==> config.mk <==
export PLATFORM = sky130hd
export DESIGN_NAME = stepper_xlate
export DESIGN_NICKNAME = d
export VERILOG_FILES = /design/src/rtl/stx_pkg.sv /design/src/rtl/stx_sync.sv /design/src/rtl/stx_seq.sv /design/src/rtl/stx_phase.sv /design/src/rtl/stepper_xlate.sv
export SDC_FILE = /design/constraint.sdc
export NUM_CORES = 1
export LEC_CHECK = 0
export ABC_AREA = 0
export BUFFER_PORTS_ARGS = -buffer_cell sky130_fd_sc_hd__buf_2
export CORE_MARGIN = 8
export CORE_UTILIZATION = 50
export DETAILED_ROUTE_END_ITERATION = 8
export PLACE_DENSITY = 0.73
export SYNTH_ARGS = -nofsm -noshare
export SYNTH_HDL_FRONTEND = slang
export SYNTH_SLANG_ARGS = --single-unit
==> constraint.sdc <==
create_clock -name clk -period 3.5 [get_ports clk]
set_input_delay 0.175 -clock clk [delete_from_list [all_inputs] [get_ports clk]]
set_output_delay 0.175 -clock clk [all_outputs]
set_load 0.01 [all_outputs]
==> src/rtl/stx_pkg.sv <==
package stx_pkg;
  localparam int POS_W = 3;
  localparam int LVL_W = 3;
  typedef logic [POS_W-1:0] pos_t;
  typedef logic [LVL_W-1:0] lvl_t;
  localparam lvl_t LVL_ZERO = 3'd0;
  localparam lvl_t LVL_MID  = 3'd5;
  localparam lvl_t LVL_FULL = 3'd7;
endpackage

==> src/rtl/stx_sync.sv <==
module stx_sync #(
  parameter int W      = 4,
  parameter int STAGES = 2
) (
  input  logic         clk,
  input  logic         rst,
  input  logic [W-1:0] d,
  output logic [W-1:0] q
);
  logic [W-1:0] chain [STAGES];

  always_ff @(posedge clk) begin
    if (rst) begin
      for (int i = 0; i < STAGES; i++) chain[i] <= '0;
    end else begin
      chain[0] <= d;
      for (int i = 1; i < STAGES; i++) chain[i] <= chain[i-1];
    end
  end

  assign q = chain[STAGES-1];
endmodule

==> src/rtl/stx_seq.sv <==
module stx_seq
  import stx_pkg::*;
#(
  parameter pos_t HOME_POS = 3'd1
) (
  input  logic clk,
  input  logic rst,
  input  logic hold_ok,
  input  logic step_rise,
  input  logic dir_ccw,
  input  logic half_sel,
  output logic advance,
  output pos_t pos_nxt
);
  pos_t pos_q;
  pos_t delta;

  always_comb begin
    // full step from an even entry takes one increment to reach a diagonal
    delta = (!half_sel && pos_q[0]) ? pos_t'(2) : pos_t'(1);
    if (!hold_ok)     pos_nxt = HOME_POS;
    else if (dir_ccw) pos_nxt = pos_q - delta;
    else              pos_nxt = pos_q + delta;
  end

  assign advance = step_rise && hold_ok;

  always_ff @(posedge clk) begin
    if (rst || !hold_ok) pos_q <= HOME_POS;
    else if (advance)    pos_q <= pos_nxt;
  end
endmodule

==> src/rtl/stx_phase.sv <==
module stx_phase
  import stx_pkg::*;
#(
  parameter pos_t OFFSET   = 3'd0,
  parameter pos_t HOME_POS = 3'd1
) (
  input  logic clk,
  input  logic rst,
  input  logic hold_ok,
  input  logic advance,
  input  pos_t pos_nxt,
  output lvl_t level,
  output logic pol,
  output logic slow
);
  pos_t lut_pos;
  pos_t idx;
  lvl_t lut_lvl;
  logic lut_pol;

  always_comb begin
    lut_pos = (rst || !hold_ok) ? HOME_POS : pos_nxt;
    idx     = lut_pos - OFFSET;
    case (idx)
      3'd0:       begin lut_lvl = LVL_FULL; lut_pol = 1'b1; end
      3'd1, 3'd7: begin lut_lvl = LVL_MID;  lut_pol = 1'b1; end
      3'd2, 3'd6: begin lut_lvl = LVL_ZERO; lut_pol = 1'b1; end
      3'd3, 3'd5: begin lut_lvl = LVL_MID;  lut_pol = 1'b0; end
      default:    begin lut_lvl = LVL_FULL; lut_pol = 1'b0; end
    endcase
  end

  always_ff @(posedge clk) begin
    if (rst || !hold_ok) begin
      level <= lut_lvl;
      pol   <= lut_pol;
      slow  <= 1'b0;
    end else if (advance) begin
      level <= lut_lvl;
      pol   <= lut_pol;
      slow  <= (lut_lvl >= level);
    end
  end
endmodule

==> src/rtl/stepper_xlate.sv <==
module stepper_xlate
  import stx_pkg::*;
#(
  parameter int   SYNC_STAGES = 2,
  parameter pos_t HOME_POS    = 3'd1
) (
  input  logic       clk,
  input  logic       rst,
  input  logic       step_in,
  input  logic       dir_in,
  input  logic       hold_n,
  input  logic       half_sel,
  output logic       drive_en,
  output logic [2:0] a_level,
  output logic       a_pol,
  output logic       a_slow,
  output logic [2:0] b_level,
  output logic       b_pol,
  output logic       b_slow
);
  localparam int PHASES = 2;
  localparam int SYNC_W = 4;

  logic [SYNC_W-1:0] raw_bus, sync_bus;
  logic step_s, dir_s, half_s, hold_ok;
  logic step_d, step_rise, advance;
  pos_t pos_nxt;
  lvl_t ph_level [PHASES];
  logic ph_pol   [PHASES];
  logic ph_slow  [PHASES];

  assign raw_bus = {hold_n, half_sel, dir_in, step_in};

  stx_sync #(.W(SYNC_W), .STAGES(SYNC_STAGES)) u_sync (
    .clk(clk), .rst(rst), .d(raw_bus), .q(sync_bus)
  );

  assign {hold_ok, half_s, dir_s, step_s} = sync_bus;

  always_ff @(posedge clk) begin
    if (rst) begin
      step_d   <= 1'b0;
      drive_en <= 1'b0;
    end else begin
      step_d   <= step_s;
      drive_en <= hold_ok;
    end
  end

  assign step_rise = step_s && !step_d;

  stx_seq #(.HOME_POS(HOME_POS)) u_seq (
    .clk(clk), .rst(rst), .hold_ok(hold_ok), .step_rise(step_rise),
    .dir_ccw(dir_s), .half_sel(half_s), .advance(advance), .pos_nxt(pos_nxt)
  );

  for (genvar g = 0; g < PHASES; g++) begin : g_phase
    stx_phase #(.OFFSET(pos_t'(2 * g)), .HOME_POS(HOME_POS)) u_phase (
      .clk(clk), .rst(rst), .hold_ok(hold_ok), .advance(advance),
      .pos_nxt(pos_nxt), .level(ph_level[g]), .pol(ph_pol[g]), .slow(ph_slow[g])
    );
  end

  assign a_level = ph_level[0];
  assign a_pol   = ph_pol[0];
  assign a_slow  = ph_slow[0];
  assign b_level = ph_level[1];
  assign b_pol   = ph_pol[1];
  assign b_slow  = ph_slow[1];
endmodule

==> results of run 1 <==
## cell usage in the layout (no fill, tap or decap)
cell type and count:
buf_2 16, dfxtp_1 15, nor2b_1 9, inv_1 7
edfxtp_1 6, nand2_1 5, ha_1 5, nand2b_1 4
nor2_1 4, o21ai_0 4, a21oi_1 4, clkbuf_4 3
nand3_1 2, xnor2_1 2, inv_2 1, or2_1 1
nor3b_1 1, mux2i_1 1, and2_1 1, or3_1 1
and2b_2 1, o21ai_1 1, o211ai_1 1, fa_1 1
clkbuf_1 1
## per-stage QoR
stage | power, uW | cell area (um2) | setup WS, ns | utilization | hold slack (ns)
after floorplan | 277 | 860 | 1.61 | - | 0.247
after global placement | 283 | 935 | 1.55 | 0.560 | 0.386
after detailed placement | 284 | 935 | 1.48 | 0.560 | 0.396
final | 389 | 961 | 1.51 | 0.575 | 0.0801
after CTS | 395 | 961 | 1.48 | 0.575 | 0.0724
after global routing | 411 | 961 | 1.32 | 0.575 | 0.0666
## report_power, final
part / switching, uW / leakage [uW] / internal [uW]
clock: 66.8 / 0.0000150 / 44.4
sequential: 1.79 / 0.000179 / 255
combinational: 10.8 / 0.000231 / 9.55
## cell type report
cell class,instances,area share
multi-input combinational,48,0.336
clock buffer,4,0.0273
sequential,21,0.500
tap,17,0.0221
timing repair buffer,16,0.0833
inverter,8,0.0312
## sequential cells by signal, indices dropped and copies added, names as in the netlist
name	cells
drive_en	1
g_phase.u_phase.level	4
g_phase.u_phase.pol	2
g_phase.u_phase.slow	2
step_d	1
u_seq.pos_q	3
u_sync.chain	8
## metal layers
metal | vias to the layer above | global-route usage | wire, um
met5 | - | 0 | 0
met1 | 242 | 0.0831 | 546
li1 | 292 | - | -
met4 | 0 | 0.0643 | 23
met2 | 20 | 0.133 | 587
met3 | 4 | 0.0426 | 90
## critical path: cells and delay by family (launching register included)
kind / cells / cell delay, ns
flip-flops: 1 / 0.31
AO/OA/AOI/OAI: 2 / 0.22
adder cells (fa/ha/maj): 2 / 0.82
buffers and inverters: 1 / 0.09
AND/OR/NAND/NOR: 3 / 0.47
## final timing paths
check / from / end / slack (ns) / depth (start not counted)
setup / recovery: u_sync.chain[0][6] / g_phase[1].u_phase.slow / 1.51 / 8
hold / removal: step_in / u_sync.chain[0][0] / 0.08 / 2
setup reg to reg: u_sync.chain[0][6] / g_phase[1].u_phase.slow / 1.51 / 8
hold reg to reg: u_sync.chain[0][0] / u_sync.chain[0][4] / 0.45 / 1
## cell families (layout without fill, tap and decap cells)
| group | count (synthesis) | after routing | share of synthesized area |
|---|---|---|---|
| simple gates | 29 | 29 | 0.186 |
| flops | 21 | 21 | 0.559 |
| mux | 1 | 1 | 0.0116 |
| buf+inv | 11 | 28 | 0.0655 |
| compound gates | 10 | 10 | 0.0611 |
| xor+xnor | 2 | 2 | 0.0204 |
| fa+ha+maj | 6 | 6 | 0.0961 |
==> results.tsv, run 1 <==
metric	value	unit
via_per_inst	4.89	
cts_setup_buffers	0	
worstMarginPinSlew	0.275	ns
cp.arrival	2.19	ns
slew_violations	0	
cts_resized	0	
ff_latch_area	480	um2
maxCapViolCount	0	
fin_crit	1.99	ns
die_area	3300	um2
cp-end-kind	register	
floorplan.initialDensity	0.515	
power_leakage	0.000425	uW
diodes	0	
critical_path.max_fanout	7	
slowest_delay	0.60	ns
cts_max_level	1	
yosysUniqueCellTypes	24	
track_usage	0.0846	
holdBufCountCts	0	
cts_buffers	3	
dpl.hpwl	1020	um
hp-class	in2reg	
clock_skew	0.00719	ns
synthTopCellsByArea	dfxtp_1, edfxtp_1, ha_1	
grt_max_degree	12	
cts_tree	built	
yosys_warnings	0	
antenna_found_initial	0	
vdd_drop_max	235	uV
finalSetupViolations	0	
clock-sinks	21	
synth_area	860	um2
ios	17	
synth_nets	92	
wl_per_cell	10.9	um
slowest_stage	fa_1	
synth_top_area_share	0.349	
fillers	150	
die_h	57.5	um
place_congestion	0.720	
synth_edf_count	6	
synth_cells	80	
multi_input_comb_area	323	um2
fmax	503	MHz
pwr_density_cell	404	nW/um2
ant_nets	0	
dpl.cell_count	110	
maxSlewHeadroom	0.817	
ys_seq_area_frac	0.559	
cts_max_path_buffers	2	
syn_avg_cell_area	10.7	um2
insertion_delay	0.30	ns
hold_viol	0	
finalCritPeriodShare	0.568	
crit_type	reg2reg	
path_cells	nand2b_1, and2_1, fa_1, nand3_1, inv_1, ha_1, o21ai_0, a21oi_1	
drt_iter0_drc	4	
numPortBuffers	16	
grt_pass1_vias	517	
ys_async_sr_fraction	0	
final_cells	114	
root_buffer	clkbuf_4	
cts.clk_slew.worst_paths	0.11	ns
area_growth	11.8	%
worstPathRequired	3.70	ns
cp-start-kind	register	
synth_seq_cells	21	
drcViolationCount	0	
yosys.area.top_type	dfxtp_1	
die_w	57.5	um
final_nets	110	
fin_tns_setup	0	ns
vias	558	
rows	15	
drtPass1Iterations	4	
ys.flop_type	dfxtp_1	
yosys-top-cells-count	dfxtp_1, nor2b_1, inv_1	
rsz0062_at_grt	no	
core_area	1670	um2
outcome	finished, final reports clean	
grt-ovfl-total	0	
routed_wl	1250	um
post-synth-top-count-cell	dfxtp_1	
drive_above_1_share	0.216	
grt_pass1_wl	2100	um
Note: power is estimated with default switching activity, not from simulation.
==> run 2, diff against run 1 <==
==> constraint.sdc (replaced) <==
create_clock -name clk -period 1.86 [get_ports clk]
set_input_delay 0.093 -clock clk [delete_from_list [all_inputs] [get_ports clk]]
set_output_delay 0.093 -clock clk [all_outputs]
set_load 0.01 [all_outputs]
==> results.tsv, run 2 (synthesized netlist as in run 1, its figures left out) <==
metric	value	unit
area_growth	16.9	%
wl_per_cell	10.2	um
r2r_end	g_phase[1].u_phase.slow	
routed_wl	1180	um
grt_max_degree	12	
power_leakage	0.000433	uW
setup_ws	-0.0383	ns
utilization	0.601	
pwr_density_cell	727	nW/um2
grt-ovfl-total	0	
crit_buf_inv	1	
track_usage	0.0828	
drive_above_1_share	0.313	
comb_power_share	0.058	
cts.clk_slew.worst_paths	0.10	ns
drt_iter0_drc	0	
maxSlewHeadroom	0.811	
clock-sinks	21	
multi_input_comb_area	348	um2
slowest_delay	0.46	ns
intPower	585	uW
hold_viol	0	
die_h	57.5	um
cp-end-kind	register	
cp_top_family	adder cells	
path_cells	nand2b_4, ha_2, inv_2, fa_2, or2_1, ha_1, o21ai_1, a21oi_1	
final_cells	116	
finalSetupViolations	1	
outcome	complete, but fails checks	
fillers	140	
rows	15	
r2r_start	u_sync.chain[0][6]	
cts_buffers	3	
drtPass1Iterations	1	
finalPower	730	uW
cts_max_level	1	
placedInstanceArea	952	um2
via_per_inst	4.76	
ant_nets	0	
hp-class	in2reg	
critical_path.max_fanout	5	
rsz0062_at_grt	yes	
drcViolationCount	0	
r2r_cells	8	
critical_path_cell_count	8	
whs	0.0106	ns
dpl.cell_count	111	
layout_commonest_cell	buf_2	
grt_pass1_vias	560	
worstMarginPinSlew	0.283	ns
dpl.hpwl	959	um
p_sw_frac	0.199	
regMostFlops	u_sync.chain	
maxCapViolCount	0	
root_buffer	clkbuf_4	
pwr-share-seq	0.663	
vdd_drop_max	369	uV
cp.arrival	2.09	ns
layout_common_cells	buf_2, dfxtp_1, nor2b_1	
ff2ff_setup_slack	-0.04	ns
final_nets	112	
insertion_delay	0.29	ns
numPortBuffers	16	
ff_latch_area	482	um2
worstPathRequired	2.05	ns
ios	17	
startpoint	u_sync.chain[0][6]	
place_congestion	0.736	
cts_tree	built	
reg.largest.list	u_sync.chain: 8 flops, g_phase.u_phase.level: 4 flops, u_seq.pos_q: 3 flops	
slowest_stage	fa_2	
failed_checks	negative setup slack	
fin_crit	1.90	ns
vias	552	
grt_pass1_wl	2140	um
core_area	1670	um2
cp-start-kind	register	
diodes	0	
slew_violations	0	
largest_reg_flops	8	
pwr-share-clk	0.279	
clock_skew	0.00193	ns
cp-endpoint	g_phase[1].u_phase.slow	
die_w	57.5	um
fmax	527	MHz
p_sw	145	uW
final_cell_area	1000	um2
crit_type	reg2reg	
cts_max_path_buffers	2	
die_area	3300	um2
antenna_found_initial	0	
floorplan.initialDensity	0.515	
finalCritPeriodShare	1.02	
run 2: cell types whose count changed in the layout (fill, tap and decap cells not counted), sizes merged:
cell / change
buf: +1
dlygate4sd3: +1
run 2: worst min-delay path by stage:
| stage | to | from | slack [ns] | cells past startpoint |
|---|---|---|---|---|
| after floorplan | step_d | rst | 0.16 | 1 |
| after global placement | u_sync.chain[0][2] | half_sel | 0.30 | 2 |
| after detailed placement | u_sync.chain[0][3] | hold_n | 0.31 | 2 |
| after CTS | u_sync.chain[0][1] | dir_in | 0.0007 | 2 |
| after global routing | u_sync.chain[0][2] | half_sel | 0.02 | 2 |
| final | u_sync.chain[0][1] | dir_in | 0.01 | 2 |
run 2: metal layers:
layer,vias to the layer above,track usage,routed length [um]
li1,296,-,-
met1,236,0.0755,515
met2,16,0.150,553
met3,4,0.0247,92
met4,0,0.0643,18
met5,-,0,0
run 2: cell type report:
| cell class | instances | share of cell area |
|---|---|---|
| inverter | 8 | 0.0299 |
| sequential | 21 | 0.479 |
| clock buffer | 4 | 0.0262 |
| multi-input combinational | 48 | 0.346 |
| tap | 17 | 0.0212 |
| timing repair buffer | 18 | 0.0971 |
run 2: repair_timing:
action                     CTS  global route
hold buffers                 1             0
setup buffers                0             0
setup endpoints to repair    2             3
hold endpoints to repair     1             0
gates resized for setup      3             3
pin swaps                    3             0
gates cloned                 0             0
run 2: power by group through the flow:
stage	clock (uW)	combinational, uW	sequential [uW]
finish	204	42.7	484
global route	227	48.3	485
CTS	217	42.9	484
detailed placement	0	40.3	494
global placement	0	39.6	494
floorplan	0	26.2	495
run 2: metrics by stage:
step,TNS [ns],setup slack (ns)
after global placement,-0.0297,-0.0297
after global routing,-0.293,-0.155
after detailed placement,-0.121,-0.0614
after CTS,-0.0816,-0.0464
after floorplan,0,0.0154
final,-0.0383,-0.0383
